File: src/rtl/sp_arb_pkg.sv
package sp_arb_pkg;
  localparam int unsigned NSRC  = 3;
  localparam int unsigned NMODE = 4;
  localparam logic [1:0] SRC_SLP  = 2'd0;
  localparam logic [1:0] SRC_WK   = 2'd1;
  localparam logic [1:0] SRC_SW   = 2'd2;
  localparam logic [1:0] MODE_RUN = 2'd0;
  localparam int unsigned IST_LO  = 16;
  localparam int unsigned WA_CTRL = 0;
  localparam int unsigned WA_STAT = 1;
  localparam int unsigned WA_INT  = 2;
  localparam int unsigned WA_MAP0 = 3;
  localparam int unsigned WA_LOCK = 7;

  // bit position of a source's enable in the control word
  function automatic int unsigned fld_base(int unsigned src, int unsigned spw);
    case (src)
      2:       return 0;
      0:       return spw + 1;
      default: return 2 * (spw + 1);
    endcase
  endfunction
endpackage

File: src/rtl/sp_cfg.sv
module sp_cfg
  import sp_arb_pkg::*;
#(
  parameter int unsigned NSP = 16
) (
  input  logic                        clk_i,
  input  logic                        rst_ni,
  input  logic [NMODE-1:0]            map_we_i,
  input  logic [NSP-1:0]              map_wdata_i,
  input  logic                        lk_we_i,
  input  logic                        lk_set_i,
  input  logic [NMODE-2:0]            stby_wdata_i,
  input  logic [1:0]                  mode_i,
  output logic [NMODE-1:0][NSP-1:0]   map_o,
  output logic                        lock_o,
  output logic [NMODE-2:0]            stby_en_o,
  output logic [NSP-1:0]              allow_o,
  output logic                        stby_o
);
  logic                      lock_q;
  logic [NMODE-2:0]          stby_q;
  logic [NMODE-1:0][NSP-1:0] map_q;
  logic [NMODE-1:0]          stby_ext;

  for (genvar m = 0; m < NMODE; m++) begin : g_map
    always_ff @(posedge clk_i or negedge rst_ni) begin
      if (!rst_ni)                        map_q[m] <= '1;
      else if (map_we_i[m] && !lock_q)    map_q[m] <= map_wdata_i;
    end
  end

  always_ff @(posedge clk_i or negedge rst_ni) begin
    if (!rst_ni) begin
      lock_q <= 1'b0;
      stby_q <= '0;
    end else if (lk_we_i) begin
      if (lk_set_i) lock_q <= 1'b1;
      if (!lock_q)  stby_q <= stby_wdata_i;
    end
  end

  assign stby_ext  = {stby_q, 1'b0};  // RUN never requests standby
  assign stby_o    = stby_ext[mode_i];
  assign allow_o   = map_q[mode_i];
  assign map_o     = map_q;
  assign lock_o    = lock_q;
  assign stby_en_o = stby_q;

  AST_LOCK_STICKY: assert property (@(posedge clk_i) disable iff (!rst_ni)
    lock_q |=> lock_q);
  AST_LOCK_FREEZE: assert property (@(posedge clk_i) disable iff (!rst_ni)
    lock_q |=> ($stable(map_q) && $stable(stby_q)));
endmodule

File: src/rtl/sp_src.sv
module sp_src
  import sp_arb_pkg::*;
#(
  parameter int unsigned NSP = 16,
  localparam int unsigned SPW = $clog2(NSP),
  localparam int unsigned CTRL_W = 3 * (SPW + 1)
) (
  input  logic              clk_i,
  input  logic              rst_ni,
  input  logic              ctrl_we_i,
  input  logic [CTRL_W-1:0] ctrl_wdata_i,
  input  logic [1:0]        seq_i,       // [0] sleep, [1] wakeup
  input  logic              busy_i,
  input  logic [NSP-1:0]    allow_i,
  input  logic              ack_sw_i,
  output logic [CTRL_W-1:0] ctrl_rd_o,
  output logic              issue_o,
  output logic [1:0]        issue_src_o,
  output logic [SPW-1:0]    issue_tgt_o,
  output logic [NSRC-1:0]   rej_o
);
  logic [NSRC-1:0] en_q;
  logic [SPW-1:0]  tgt_q [NSRC];
  logic [1:0]      pend_q;
  logic [SPW-1:0]  ptgt_q [2];

  logic            cand_v, cand_ok;
  logic [1:0]      cand_src;
  logic [SPW-1:0]  cand_tgt;

  // sequence-triggered requests win over software
  always_comb begin
    cand_v   = 1'b0;
    cand_src = SRC_SW;
    cand_tgt = tgt_q[SRC_SW];
    if (!busy_i) begin
      if (pend_q[SRC_SLP]) begin
        cand_v = 1'b1; cand_src = SRC_SLP; cand_tgt = ptgt_q[SRC_SLP];
      end else if (pend_q[SRC_WK]) begin
        cand_v = 1'b1; cand_src = SRC_WK;  cand_tgt = ptgt_q[SRC_WK];
      end else if (en_q[SRC_SW]) begin
        cand_v = 1'b1;
      end
    end
  end

  assign cand_ok     = allow_i[cand_tgt];
  assign issue_o     = cand_v && cand_ok;
  assign issue_src_o = cand_src;
  assign issue_tgt_o = cand_tgt;

  always_comb begin
    for (int i = 0; i < NSRC; i++)
      rej_o[i] = cand_v && !cand_ok && (cand_src == 2'(i));
  end

  for (genvar s = 0; s < NSRC; s++) begin : g_src
    localparam int unsigned B = fld_base(s, SPW);
    logic           en_r, clr;
    logic [SPW-1:0] tgt_r;

    if (s == SRC_SW) begin : g_sw
      assign clr = rej_o[s] | ack_sw_i;
    end else begin : g_seq
      logic           pend_r;
      logic [SPW-1:0] ptgt_r;
      assign clr = seq_i[s] & en_r;
      always_ff @(posedge clk_i or negedge rst_ni) begin
        if (!rst_ni) begin
          pend_r <= 1'b0;
          ptgt_r <= '0;
        end else begin
          if (cand_v && cand_src == 2'(s)) pend_r <= 1'b0;
          if (clr) begin
            pend_r <= 1'b1;
            ptgt_r <= tgt_r;
          end
        end
      end
      assign pend_q[s] = pend_r;
      assign ptgt_q[s] = ptgt_r;
    end

    always_ff @(posedge clk_i or negedge rst_ni) begin
      if (!rst_ni) begin
        en_r  <= 1'b0;
        tgt_r <= '0;
      end else begin
        if (ctrl_we_i) begin
          en_r  <= ctrl_wdata_i[B];
          tgt_r <= ctrl_wdata_i[B+1 +: SPW];
        end
        if (clr) en_r <= 1'b0;  // hardware clear beats a write
      end
    end
    assign en_q[s]  = en_r;
    assign tgt_q[s] = tgt_r;
  end

  always_comb begin
    ctrl_rd_o = '0;
    for (int s = 0; s < NSRC; s++) begin
      ctrl_rd_o[fld_base(s, SPW)]            = en_q[s];
      ctrl_rd_o[fld_base(s, SPW) + 1 +: SPW] = tgt_q[s];
    end
  end

  AST_SW_DROP: assert property (@(posedge clk_i) disable iff (!rst_ni)
    rej_o[SRC_SW] |=> !en_q[SRC_SW]);
  AST_SEQ_ARM: assert property (@(posedge clk_i) disable iff (!rst_ni)
    (seq_i[SRC_SLP] && en_q[SRC_SLP]) |=> (!en_q[SRC_SLP] && pend_q[SRC_SLP]));
endmodule

File: src/rtl/sp_hs.sv
module sp_hs
  import sp_arb_pkg::*;
#(
  parameter int unsigned SPW = 4
) (
  input  logic           clk_i,
  input  logic           rst_ni,
  input  logic           issue_i,
  input  logic [1:0]     issue_src_i,
  input  logic [SPW-1:0] issue_tgt_i,
  input  logic           ack_i,
  output logic           req_o,
  output logic [SPW-1:0] tgt_o,
  output logic           ack_sw_o,
  output logic [SPW-1:0] cur_o,
  output logic [SPW-1:0] prev_o,
  output logic [SPW-1:0] stgt_o
);
  logic           busy_q;
  logic [1:0]     src_q;
  logic [SPW-1:0] tgt_q, cur_q, prev_q, stgt_q;
  logic           done;

  assign done = busy_q && ack_i;

  always_ff @(posedge clk_i or negedge rst_ni) begin
    if (!rst_ni) begin
      busy_q <= 1'b0;
      src_q  <= SRC_SW;
      tgt_q  <= '0;
      cur_q  <= '0;
      prev_q <= '0;
      stgt_q <= '0;
    end else if (issue_i) begin
      busy_q <= 1'b1;
      src_q  <= issue_src_i;
      tgt_q  <= issue_tgt_i;
      stgt_q <= issue_tgt_i;
    end else if (done) begin
      busy_q <= 1'b0;
      prev_q <= cur_q;
      cur_q  <= tgt_q;
    end
  end

  assign req_o    = busy_q;
  assign tgt_o    = tgt_q;
  assign ack_sw_o = done && (src_q == SRC_SW);
  assign cur_o    = cur_q;
  assign prev_o   = prev_q;
  assign stgt_o   = stgt_q;

  AST_REQ_HOLD: assert property (@(posedge clk_i) disable iff (!rst_ni)
    (busy_q && !ack_i) |=> (busy_q && $stable(tgt_q)));
  AST_ONE_OUTSTANDING: assert property (@(posedge clk_i) disable iff (!rst_ni)
    issue_i |-> !busy_q);
  AST_ACK_UPDATE: assert property (@(posedge clk_i) disable iff (!rst_ni)
    done |=> (!busy_q && cur_q == $past(tgt_q) && prev_q == $past(cur_q)));
endmodule

File: src/rtl/sp_irq.sv
module sp_irq
  import sp_arb_pkg::*;
(
  input  logic            clk_i,
  input  logic            rst_ni,
  input  logic            we_i,
  input  logic [NSRC-1:0] en_wdata_i,
  input  logic [NSRC-1:0] clr_wdata_i,
  input  logic [NSRC-1:0] set_i,
  output logic [NSRC-1:0] ien_o,
  output logic [NSRC-1:0] ist_o,
  output logic            irq_o
);
  logic [NSRC-1:0] ien_q;

  always_ff @(posedge clk_i or negedge rst_ni) begin
    if (!rst_ni)   ien_q <= '0;
    else if (we_i) ien_q <= en_wdata_i;
  end

  for (genvar i = 0; i < NSRC; i++) begin : g_st
    logic st_q;
    always_ff @(posedge clk_i or negedge rst_ni) begin
      if (!rst_ni)                         st_q <= 1'b0;
      else if (set_i[i])                   st_q <= 1'b1;
      else if (we_i && clr_wdata_i[i])     st_q <= 1'b0;
    end
    assign ist_o[i] = st_q;

    AST_FLAG_STICKY: assert property (@(posedge clk_i) disable iff (!rst_ni)
      (st_q && !(we_i && clr_wdata_i[i])) |=> st_q);
    AST_SET_WINS: assert property (@(posedge clk_i) disable iff (!rst_ni)
      set_i[i] |=> st_q);
  end

  assign ien_o = ien_q;
  assign irq_o = |(ien_q & ist_o);
endmodule

File: src/rtl/setpoint_req_arbiter.sv
module setpoint_req_arbiter
  import sp_arb_pkg::*;
#(
  parameter int unsigned NSP = 16,
  parameter int unsigned DW  = 32,
  parameter int unsigned AW  = 3,
  localparam int unsigned SPW    = $clog2(NSP),
  localparam int unsigned CTRL_W = 3 * (SPW + 1)
) (
  input  logic           clk_i,
  input  logic           rst_ni,
  input  logic           reg_we_i,
  input  logic [AW-1:0]  reg_addr_i,
  input  logic [DW-1:0]  reg_wdata_i,
  output logic [DW-1:0]  reg_rdata_o,
  input  logic [1:0]     cpu_mode_i,
  input  logic           sleep_seq_i,
  input  logic           wakeup_seq_i,
  output logic           sp_req_o,
  output logic [SPW-1:0] sp_tgt_o,
  input  logic           sp_ack_i,
  output logic           irq_o,
  output logic           stby_o
);
  localparam logic [AW-1:0] A_CTRL = AW'(WA_CTRL);
  localparam logic [AW-1:0] A_STAT = AW'(WA_STAT);
  localparam logic [AW-1:0] A_INT  = AW'(WA_INT);
  localparam logic [AW-1:0] A_LOCK = AW'(WA_LOCK);

  logic                      ctrl_we, int_we, lk_we;
  logic [NMODE-1:0]          map_we;
  logic [CTRL_W-1:0]         ctrl_rd;
  logic [NMODE-1:0][NSP-1:0] map_q;
  logic [NSP-1:0]            allow;
  logic                      lock;
  logic [NMODE-2:0]          stby_en;
  logic                      issue, ack_sw;
  logic [1:0]                issue_src;
  logic [SPW-1:0]            issue_tgt, cur, prev, stgt;
  logic [NSRC-1:0]           rej, ien, ist;
  logic                      unused_wd;

  assign ctrl_we = reg_we_i && (reg_addr_i == A_CTRL);
  assign int_we  = reg_we_i && (reg_addr_i == A_INT);
  assign lk_we   = reg_we_i && (reg_addr_i == A_LOCK);
  for (genvar m = 0; m < NMODE; m++) begin : g_mwe
    assign map_we[m] = reg_we_i && (reg_addr_i == AW'(WA_MAP0 + m));
  end
  assign unused_wd = ^{reg_wdata_i[DW-1:IST_LO+NSRC], reg_wdata_i[IST_LO-1:CTRL_W]};

  sp_cfg #(.NSP(NSP)) u_cfg (
    .clk_i, .rst_ni,
    .map_we_i     (map_we),
    .map_wdata_i  (reg_wdata_i[NSP-1:0]),
    .lk_we_i      (lk_we),
    .lk_set_i     (reg_wdata_i[0]),
    .stby_wdata_i (reg_wdata_i[NMODE-1:1]),
    .mode_i       (cpu_mode_i),
    .map_o        (map_q),
    .lock_o       (lock),
    .stby_en_o    (stby_en),
    .allow_o      (allow),
    .stby_o       (stby_o)
  );

  sp_src #(.NSP(NSP)) u_src (
    .clk_i, .rst_ni,
    .ctrl_we_i    (ctrl_we),
    .ctrl_wdata_i (reg_wdata_i[CTRL_W-1:0]),
    .seq_i        ({wakeup_seq_i, sleep_seq_i}),
    .busy_i       (sp_req_o),
    .allow_i      (allow),
    .ack_sw_i     (ack_sw),
    .ctrl_rd_o    (ctrl_rd),
    .issue_o      (issue),
    .issue_src_o  (issue_src),
    .issue_tgt_o  (issue_tgt),
    .rej_o        (rej)
  );

  sp_hs #(.SPW(SPW)) u_hs (
    .clk_i, .rst_ni,
    .issue_i     (issue),
    .issue_src_i (issue_src),
    .issue_tgt_i (issue_tgt),
    .ack_i       (sp_ack_i),
    .req_o       (sp_req_o),
    .tgt_o       (sp_tgt_o),
    .ack_sw_o    (ack_sw),
    .cur_o       (cur),
    .prev_o      (prev),
    .stgt_o      (stgt)
  );

  sp_irq u_irq (
    .clk_i, .rst_ni,
    .we_i        (int_we),
    .en_wdata_i  (reg_wdata_i[NSRC-1:0]),
    .clr_wdata_i (reg_wdata_i[IST_LO +: NSRC]),
    .set_i       (rej),
    .ien_o       (ien),
    .ist_o       (ist),
    .irq_o       (irq_o)
  );

  always_comb begin
    reg_rdata_o = '0;
    if (reg_addr_i == A_CTRL) reg_rdata_o[CTRL_W-1:0] = ctrl_rd;
    if (reg_addr_i == A_STAT) reg_rdata_o[3*SPW-1:0]  = {stgt, prev, cur};
    if (reg_addr_i == A_INT) begin
      reg_rdata_o[NSRC-1:0]        = ien;
      reg_rdata_o[IST_LO +: NSRC]  = ist;
    end
    for (int m = 0; m < NMODE; m++)
      if (reg_addr_i == AW'(WA_MAP0 + m)) reg_rdata_o[NSP-1:0] = map_q[m];
    if (reg_addr_i == A_LOCK) reg_rdata_o[NMODE-1:0] = {stby_en, lock};
  end

  AST_ONE_DECISION: assert property (@(posedge clk_i) disable iff (!rst_ni)
    $onehot0({issue, rej}));
  AST_REJ_NO_REQ: assert property (@(posedge clk_i) disable iff (!rst_ni)
    (|rej && !sp_req_o) |=> !sp_req_o);
endmodule

File: config.mk
export PLATFORM = sky130hd
export DESIGN_NAME = setpoint_req_arbiter
export DESIGN_NICKNAME = d
export VERILOG_FILES = /design/src/rtl/sp_arb_pkg.sv /design/src/rtl/sp_cfg.sv /design/src/rtl/sp_src.sv /design/src/rtl/sp_hs.sv /design/src/rtl/sp_irq.sv /design/src/rtl/setpoint_req_arbiter.sv
export SDC_FILE = /design/constraint.sdc
export NUM_CORES = 1
export LEC_CHECK = 0
export ABC_AREA = 1
export BUFFER_PORTS_ARGS = -buffer_cell sky130_fd_sc_hd__buf_2
export CELL_PAD_IN_SITES_DETAIL_PLACEMENT = 2
export CELL_PAD_IN_SITES_GLOBAL_PLACEMENT = 2
export CORE_MARGIN = 5
export CORE_UTILIZATION = 36
export DETAILED_ROUTE_END_ITERATION = 8
export GPL_ROUTABILITY_DRIVEN = 1
export PLACE_DENSITY_LB_ADDON = 0.3
export SLEW_MARGIN = 25
export SYNTH_ARGS = -nofsm -noshare
export SYNTH_HDL_FRONTEND = slang
export SYNTH_SLANG_ARGS = --single-unit
File: constraint.sdc
create_clock -name clk_i -period 3.1 [get_ports clk_i]
set_input_delay 0.155 -clock clk_i [delete_from_list [all_inputs] [get_ports clk_i]]
set_output_delay 0.155 -clock clk_i [all_outputs]
set_load 0.1 [all_outputs]
==> Word-level counts from Yosys, hierarchy flattened <==
Cells that the tools add are included.
{ "word_totals": {"regBits": 114, "latchBits": 0, "ram_bits": 0, "mem_bits_ro": 0, "in_bits": 43, "out_inout_bits": 39, "word_cells": 126, "n_memories": 0} }
{ "op_classes": {"add_sub_neg": 0, "mul": 0, "n_div": 0, "order_cmp": 2, "n_eq_ne": 10, "shift": 0, "n_mux": 43, "bitwise": 6, "reduce_logical": 40} }
{ "ops": {"columns": ["cell", "count"], "rows": [
  ["$mux 16", 5],
  ["$bmux 16 s2", 1],
  ["$mux 1", 24],
  ["$logic_and 1x1->1", 23],
  ["$reduce_bool 2->1", 9],
  ["$mux 4", 4],
  ["$mux 15", 1],
  ["$eq 3x3->1 const B", 4],
  ["$mux 12", 1],
  ["$eq 3x2->1 const B", 2],
  ["$mux 2", 3],
  ["$mux 3", 2],
  ["$reduce_and 2->1", 3],
  ["$lt 4x5->1 const B", 1],
  ["$bmux 1 s4", 1],
  ["$eq 2x2->1 const B", 2],
  ["$and 3x3->3", 1],
  ["$eq 3x1->1 const B", 1],
  ["$logic_not 3->1", 1],
  ["$lt 2x3->1 const B", 1],
  ["$reduce_or 3->1", 1],
  ["$and 1x1->1", 2],
  ["$bmux 1 s2", 1],
  ["$eq 2x1->1 const B", 1],
  ["other kinds (4)", 6]
]} }

==> Longest topological paths before layout <==
{ "depth": {"word_depth": 10, "mapped_depth": 14, "ltp_nobuf": 13} }

==> Hierarchy <==
Synthesis repeated with hierarchy kept, for this count alone.
{ "unflattened": {"cells_unflattened": 911, "area_unflattened_um2": 6924.1} }
{ "by_module_without_submodules": {"columns": ["mod", "n_inst", "cells_each", "area_per_inst_um2", "seq_area_each_um2"], "rows": [
  ["sp_cfg", 1, 436, 3677.3, 1781.7],
  ["sp_src", 1, 181, 1436.4, 625.6],
  ["setpoint_req_arbiter", 1, 189, 890.9, 0.0],
  ["sp_hs", 1, 70, 636.9, 376.6],
  ["sp_irq", 1, 35, 282.8, 150.1]
]} }

==> Least setup slack after synthesis <==
OpenSTA, ideal clock, no wires.
{ "synth_path": {"kind": "in2out", "start": "input cpu_mode_i[0]", "end": "output stby_o", "arrival_time_ns": 2.771, "t_required_ns": 2.945, "path_slack_ns": 0.174, "stages": 4, "n_path_buf": 2, "cell_sequence": "buf_2 -> inv_2 -> buf_2 -> o31ai_1"} }
{ "synth_between": {"elab_chain_len": 2} }
{ "synth_lines": {"columns": ["item", "line_no", "source"], "rows": [
  ["start, declared", "setpoint_req_arbiter.sv:16", "input logic [1:0] cpu_mode_i,"],
  ["$bmux 1 s2", "sp_cfg.sv:43", "assign stby_o = stby_ext[mode_i];"],
  ["$mux 1 (not written as such)", "sp_cfg.sv:43", null],
  ["end, declared", "setpoint_req_arbiter.sv:23", "output logic stby_o"]
]} }
Every way passes these cells. The select of a mux whose other input is x is not followed.

==> Worst setup path in the final report <==
{ "layout_path": {"start": "input reg_addr_i[0]", "end": "output reg_rdata_o[5]"} }
{ "layout_between": {"elab_chain_len": 7, "elab_cells_between_ends": 12, "classes_between": "5 x eq/ne; 6 x mux; 1 x reduce/logical"} }
{ "layout_lines": {"columns": ["item", "line_no", "source"], "rows": [
  ["start, declared", "setpoint_req_arbiter.sv:13", "input logic [AW-1:0] reg_addr_i,"],
  ["$logic_not 3->1", "setpoint_req_arbiter.sv:108", "if (reg_addr_i == A_CTRL) reg_rdata_o[CTRL_W-1:0] = ctrl_rd;"],
  ["$mux 15", "setpoint_req_arbiter.sv:108", null],
  ["$mux 12", "setpoint_req_arbiter.sv:109", "if (reg_addr_i == A_STAT) reg_rdata_o[3*SPW-1:0] = {stgt, prev, cur};"],
  ["$mux 16 (3 in a row)", "setpoint_req_arbiter.sv:115", "if (reg_addr_i == AW'(WA_MAP0 + m)) reg_rdata_o[NSP-1:0] = map_q[m];"],
  ["$mux 16 (*)", "setpoint_req_arbiter.sv:115", null],
  ["end, declared", "setpoint_req_arbiter.sv:15", "output logic [DW-1:0] reg_rdata_o,"]
]} }
Mark *: on every way between the ends. The rest lies on a longest branch, timed or not.

==> flow_summary.toml <==
[status]
outcome = "finished clean"

[global_route]
grt_max_degree = 72
number_of_antenna_violations_at_the_first_check_in_global_routing = 0
grt_first_pass_wirelength_mm = 38.2
via_count_of_the_first_global_routing_pass = 6804
grt_usage_pct = 25.0
global_route.overflow_total = 0

[sta]
setup_tns_ns = 0
worst_clock_skew_ns = 0.0112
max_clock_freq_mhz = 445
slew_violations = 0
layout_worst_path_cycle_share_pct = 72.4
worst_pin_slew_ns = 0.750
total_of_endpoints_with_negative_setup_slack_in_the_final_report = 0
unrepaired_setup_endpoints_after_global_routing = "no"
final_period_minus_worst_setup_slack_ns = 2.25
max_slew_margin_pct = 49.7
hold_slack_ns = 0.0206
final_hold_viol_count = 0

[drt]
routed_wirelength_mm = 23.8
drc_errors = 0
routed_wire_length_per_instance_um = 22.1
drt-pass1-iter-count = 4
viasPerCell = 5.41
num_vias = 5826
detail-route-antenna-nets = 0
first_iter_violations = 295

[placed_design]
finalWeightedCongestion = 0.832
place_area_um2 = 6650
place_hpwl_mm = 16.2
port-buffer-count = 55

[power]
power.combinational.fraction_pct = 38.8
pwr-share-seq_pct = 34.7
power_per_cell_area_nw_per_um2 = 1040
power.internal_mw = 4.31
clock_power_share_pct = 26.5
static_leakage_nw = 3.41
worst_ir_drop_vdd_mv = 0.778
power.share.switching_pct = 43.3
p_sw_mw = 3.30

[yosys]
synth.avg_cell_area_um2 = 7.74
ys_types = 33
synth_async_sr_flop_share_pct = 100
netlist_instances = 782
yosys_warnings = 0
synth_top_area_share_pct = 28.2
syn_area_um2 = 6050
synth_enable_flop_cells = 0
post-synth-top-area-cell = "sky130_fd_sc_hd__dfstp_2"
synth.ff_latch_count = 114
ys_top_cells_by_area = "sky130_fd_sc_hd__dfstp_2 (28%), sky130_fd_sc_hd__dfrtp_1 (20%), sky130_fd_sc_hd__nand2_1 (14%)"
synth.yosys.seq_area_share_pct = 48.5
ys_dominant_reg_cell = "sky130_fd_sc_hd__dfstp_2"

[setup_path]
rrSetupSlack_ns = 0.97
cpMostUsedCell = "sky130_fd_sc_hd__buf_2"
timing.critical_path.arrival_ns = 2.09
cpLargestDelayFamily = "compound AO/OA/AOI/OAI gates"
wp_buf_inv = 2
worstSetupStartpoint = "reg_addr_i[0]"
critical_path_depth_in_cells = 7
timing.critical_path.from_type = "input port"
critical_path_peak_fanout = 16
crit_path_cell_trace = "buf_2, nor2_1, nand2_1, o22ai_1, a221oi_1, o211ai_1, buf_2"
slowest_delay_ns = 0.49
worst_setup_path_end_kind = "output port"
cpMaxStageDelayCell = "sky130_fd_sc_hd__buf_2"
path_class = "input port to output port"
r2r-start = "u_hs.req_o$_DFFE_PN0P_"
crit-reg2reg-capture = "u_src.g_src[2].en_r$_DFFE_PN0P_"
required_ns = 2.94
ff2ff_path_depth = 12
crit_path_end = "reg_rdata_o[5]"

[floorplan]
initial_utilization_pct = 36.6
floorplan.core_area_um2 = 16500
die_y_um = 140
rows = 47
dieWidth_um = 140
die_area_um2 = 19500
io_pins = 82

[final_layout]
area_delta_synth_final_pct = 21.1
drive_above_1_share_pct = 22.5
layout_common_cells = "sky130_fd_sc_hd__nand2_1 (219), sky130_fd_sc_hd__inv_1 (96), sky130_fd_sc_hd__o21ai_0 (85)"
final_design_area_no_fill_um2 = 7330
layout_commonest_cell = "sky130_fd_sc_hd__nand2_1"
antenna-diode-count = 0
design.final.nets = 886

[job]
timing.max_cap.violations = 0

[clocking]
clk-insertion-delay-late_ns = 0.42
post_cts.repair.setup_buffers = 0
postCtsHoldBufs = 8
max-clock-path-buffers = 2
clockRootBuffer = "sky130_fd_sc_hd__clkbuf_16"
cts.clk_slew.worst_paths_ns = 0.06
tritoncts_clock_tree = "built"
clock_sinks = 114
tritoncts.num_buffers = 17
ctsHtreeMaxLevel = 4
cts_resized = 0

[worst_hold_path]
hp-class = "input port to flop"
## power by group through the flow
stage	Combinational, mW	Sequential, mW	Clock [mW]
4_1_cts	2.96	2.64	2.04
3_5_place_dp	2.90	2.64	0
6_report	2.95	2.64	2.02
2_1_floorplan	1.95	2.72	0
5_1_grt	3.20	2.71	2.13
3_3_place_gp	2.76	2.57	0
## cell families after synthesis
kind of cell | Yosys count | share of synthesized area [%]
compound gates | 183 | 17.2
flops | 114 | 48.5
simple gates | 335 | 23.9
other cells | 1 | 0.0619
buf+inv | 149 | 10.3
## worst register-to-register path: stages, from the launching register on
cell and delay (ns):
sky130_fd_sc_hd__dfrtp_1 0.45, sky130_fd_sc_hd__inv_2 0.18, sky130_fd_sc_hd__o21ai_4 0.13, sky130_fd_sc_hd__nand2_2 0.12
sky130_fd_sc_hd__nand3_2 0.21, sky130_fd_sc_hd__nand2_1 0.14, sky130_fd_sc_hd__nand3_1 0.08, sky130_fd_sc_hd__nand3_1 0.13
sky130_fd_sc_hd__nand3_4 0.16, sky130_fd_sc_hd__nand2_2 0.16, sky130_fd_sc_hd__nand3_2 0.10, sky130_fd_sc_hd__nand2_1 0.11
sky130_fd_sc_hd__inv_1 0.04
## how the worst min path moves through the flow
stage | from | to | slack (ns) | cells after the start
finish | reg_wdata_i[13] | u_cfg.map_o[61]$_DFFE_PN1P_ | 0.02 | 3
CTS | reg_wdata_i[13] | u_cfg.map_o[61]$_DFFE_PN1P_ | 0.006 | 3
detailed placement | sp_ack_i | u_hs.req_o$_DFFE_PN0P_ | 0.34 | 2
floorplan | rst_ni | u_cfg.lock_o$_DFFE_PN0P_ | -0.14 | 0
global placement | sp_ack_i | u_hs.req_o$_DFFE_PN0P_ | 0.34 | 2
global route | reg_wdata_i[0] | u_cfg.map_o[48]$_DFFE_PN1P_ | 0.02 | 3
## registers in the layout (all words and copies together) (netlist names)
register / cells
u_hs.tgt_o: 4
u_irq.ien_o: 3
u_cfg.stby_en_o: 3
u_cfg.map_o: 64
u_src.g_src.g_seq.pend_r: 2
u_hs.src_q: 2
u_hs.cur_o: 4
u_hs.prev_o: 4
u_irq.g_st.st_q: 3
u_src.g_src.g_seq.ptgt_r: 8
u_cfg.lock_o: 1
u_src.g_src.tgt_r: 12
u_hs.req_o: 1
u_src.g_src.en_r: 3
## Yosys cell counts (2+ instances only)
cell type,number
sky130_fd_sc_hd__nand2_1,219
sky130_fd_sc_hd__inv_1,96
sky130_fd_sc_hd__o21ai_0,85
sky130_fd_sc_hd__dfstp_2,65
sky130_fd_sc_hd__nor2_1,53
sky130_fd_sc_hd__dfrtp_1,49
sky130_fd_sc_hd__a21oi_1,41
sky130_fd_sc_hd__nand3_1,28
sky130_fd_sc_hd__clkbuf_1,18
sky130_fd_sc_hd__o21ai_1,15
sky130_fd_sc_hd__buf_2,14
sky130_fd_sc_hd__o22ai_1,14
sky130_fd_sc_hd__buf_4,13
sky130_fd_sc_hd__nand4_1,9
sky130_fd_sc_hd__inv_2,8
sky130_fd_sc_hd__nand3_2,8
sky130_fd_sc_hd__o211ai_1,8
sky130_fd_sc_hd__a221oi_1,6
sky130_fd_sc_hd__o2111ai_1,5
sky130_fd_sc_hd__o221ai_1,5
sky130_fd_sc_hd__nor2_2,4
sky130_fd_sc_hd__nor3_1,4
sky130_fd_sc_hd__nand3_4,3
sky130_fd_sc_hd__nand2_2,2
sky130_fd_sc_hd__or2_1,2
## area by class of cell
cell class | instances | area, µm²
fill | 1894 | 9190
sequential | 114 | 2930
multi-input combinational | 531 | 2550
timing repair buffer | 75 | 584
clock buffer | 27 | 523
inverter | 104 | 390
tap | 220 | 275
clock inverter | 5 | 75.1
## through the flow
| stage | power, mW | worst slack (ns) | cells | utilization [%] |
|---|---|---|---|---|
| floorplan | 4.67 | 0.174 | 794 | - |
| global placement | 5.33 | 0.811 | 1036 | 40.2 |
| detailed placement | 5.54 | 0.720 | 1036 | 40.2 |
| CTS | 7.64 | 0.843 | 1076 | 44.3 |
| global route | 8.03 | 0.736 | 1076 | 44.4 |
| finish | 7.60 | 0.854 | 1076 | 44.4 |
## per-layer routing
metal	wire, µm	GRT usage, %	up-vias
met1	10100	30.9	3037
li1	-	-	2640
met5	0	0	-
met2	12200	44.4	121
met3	1040	5.32	28
met4	438	6.83	0
Note: power is estimated with default switching activity, not from simulation.
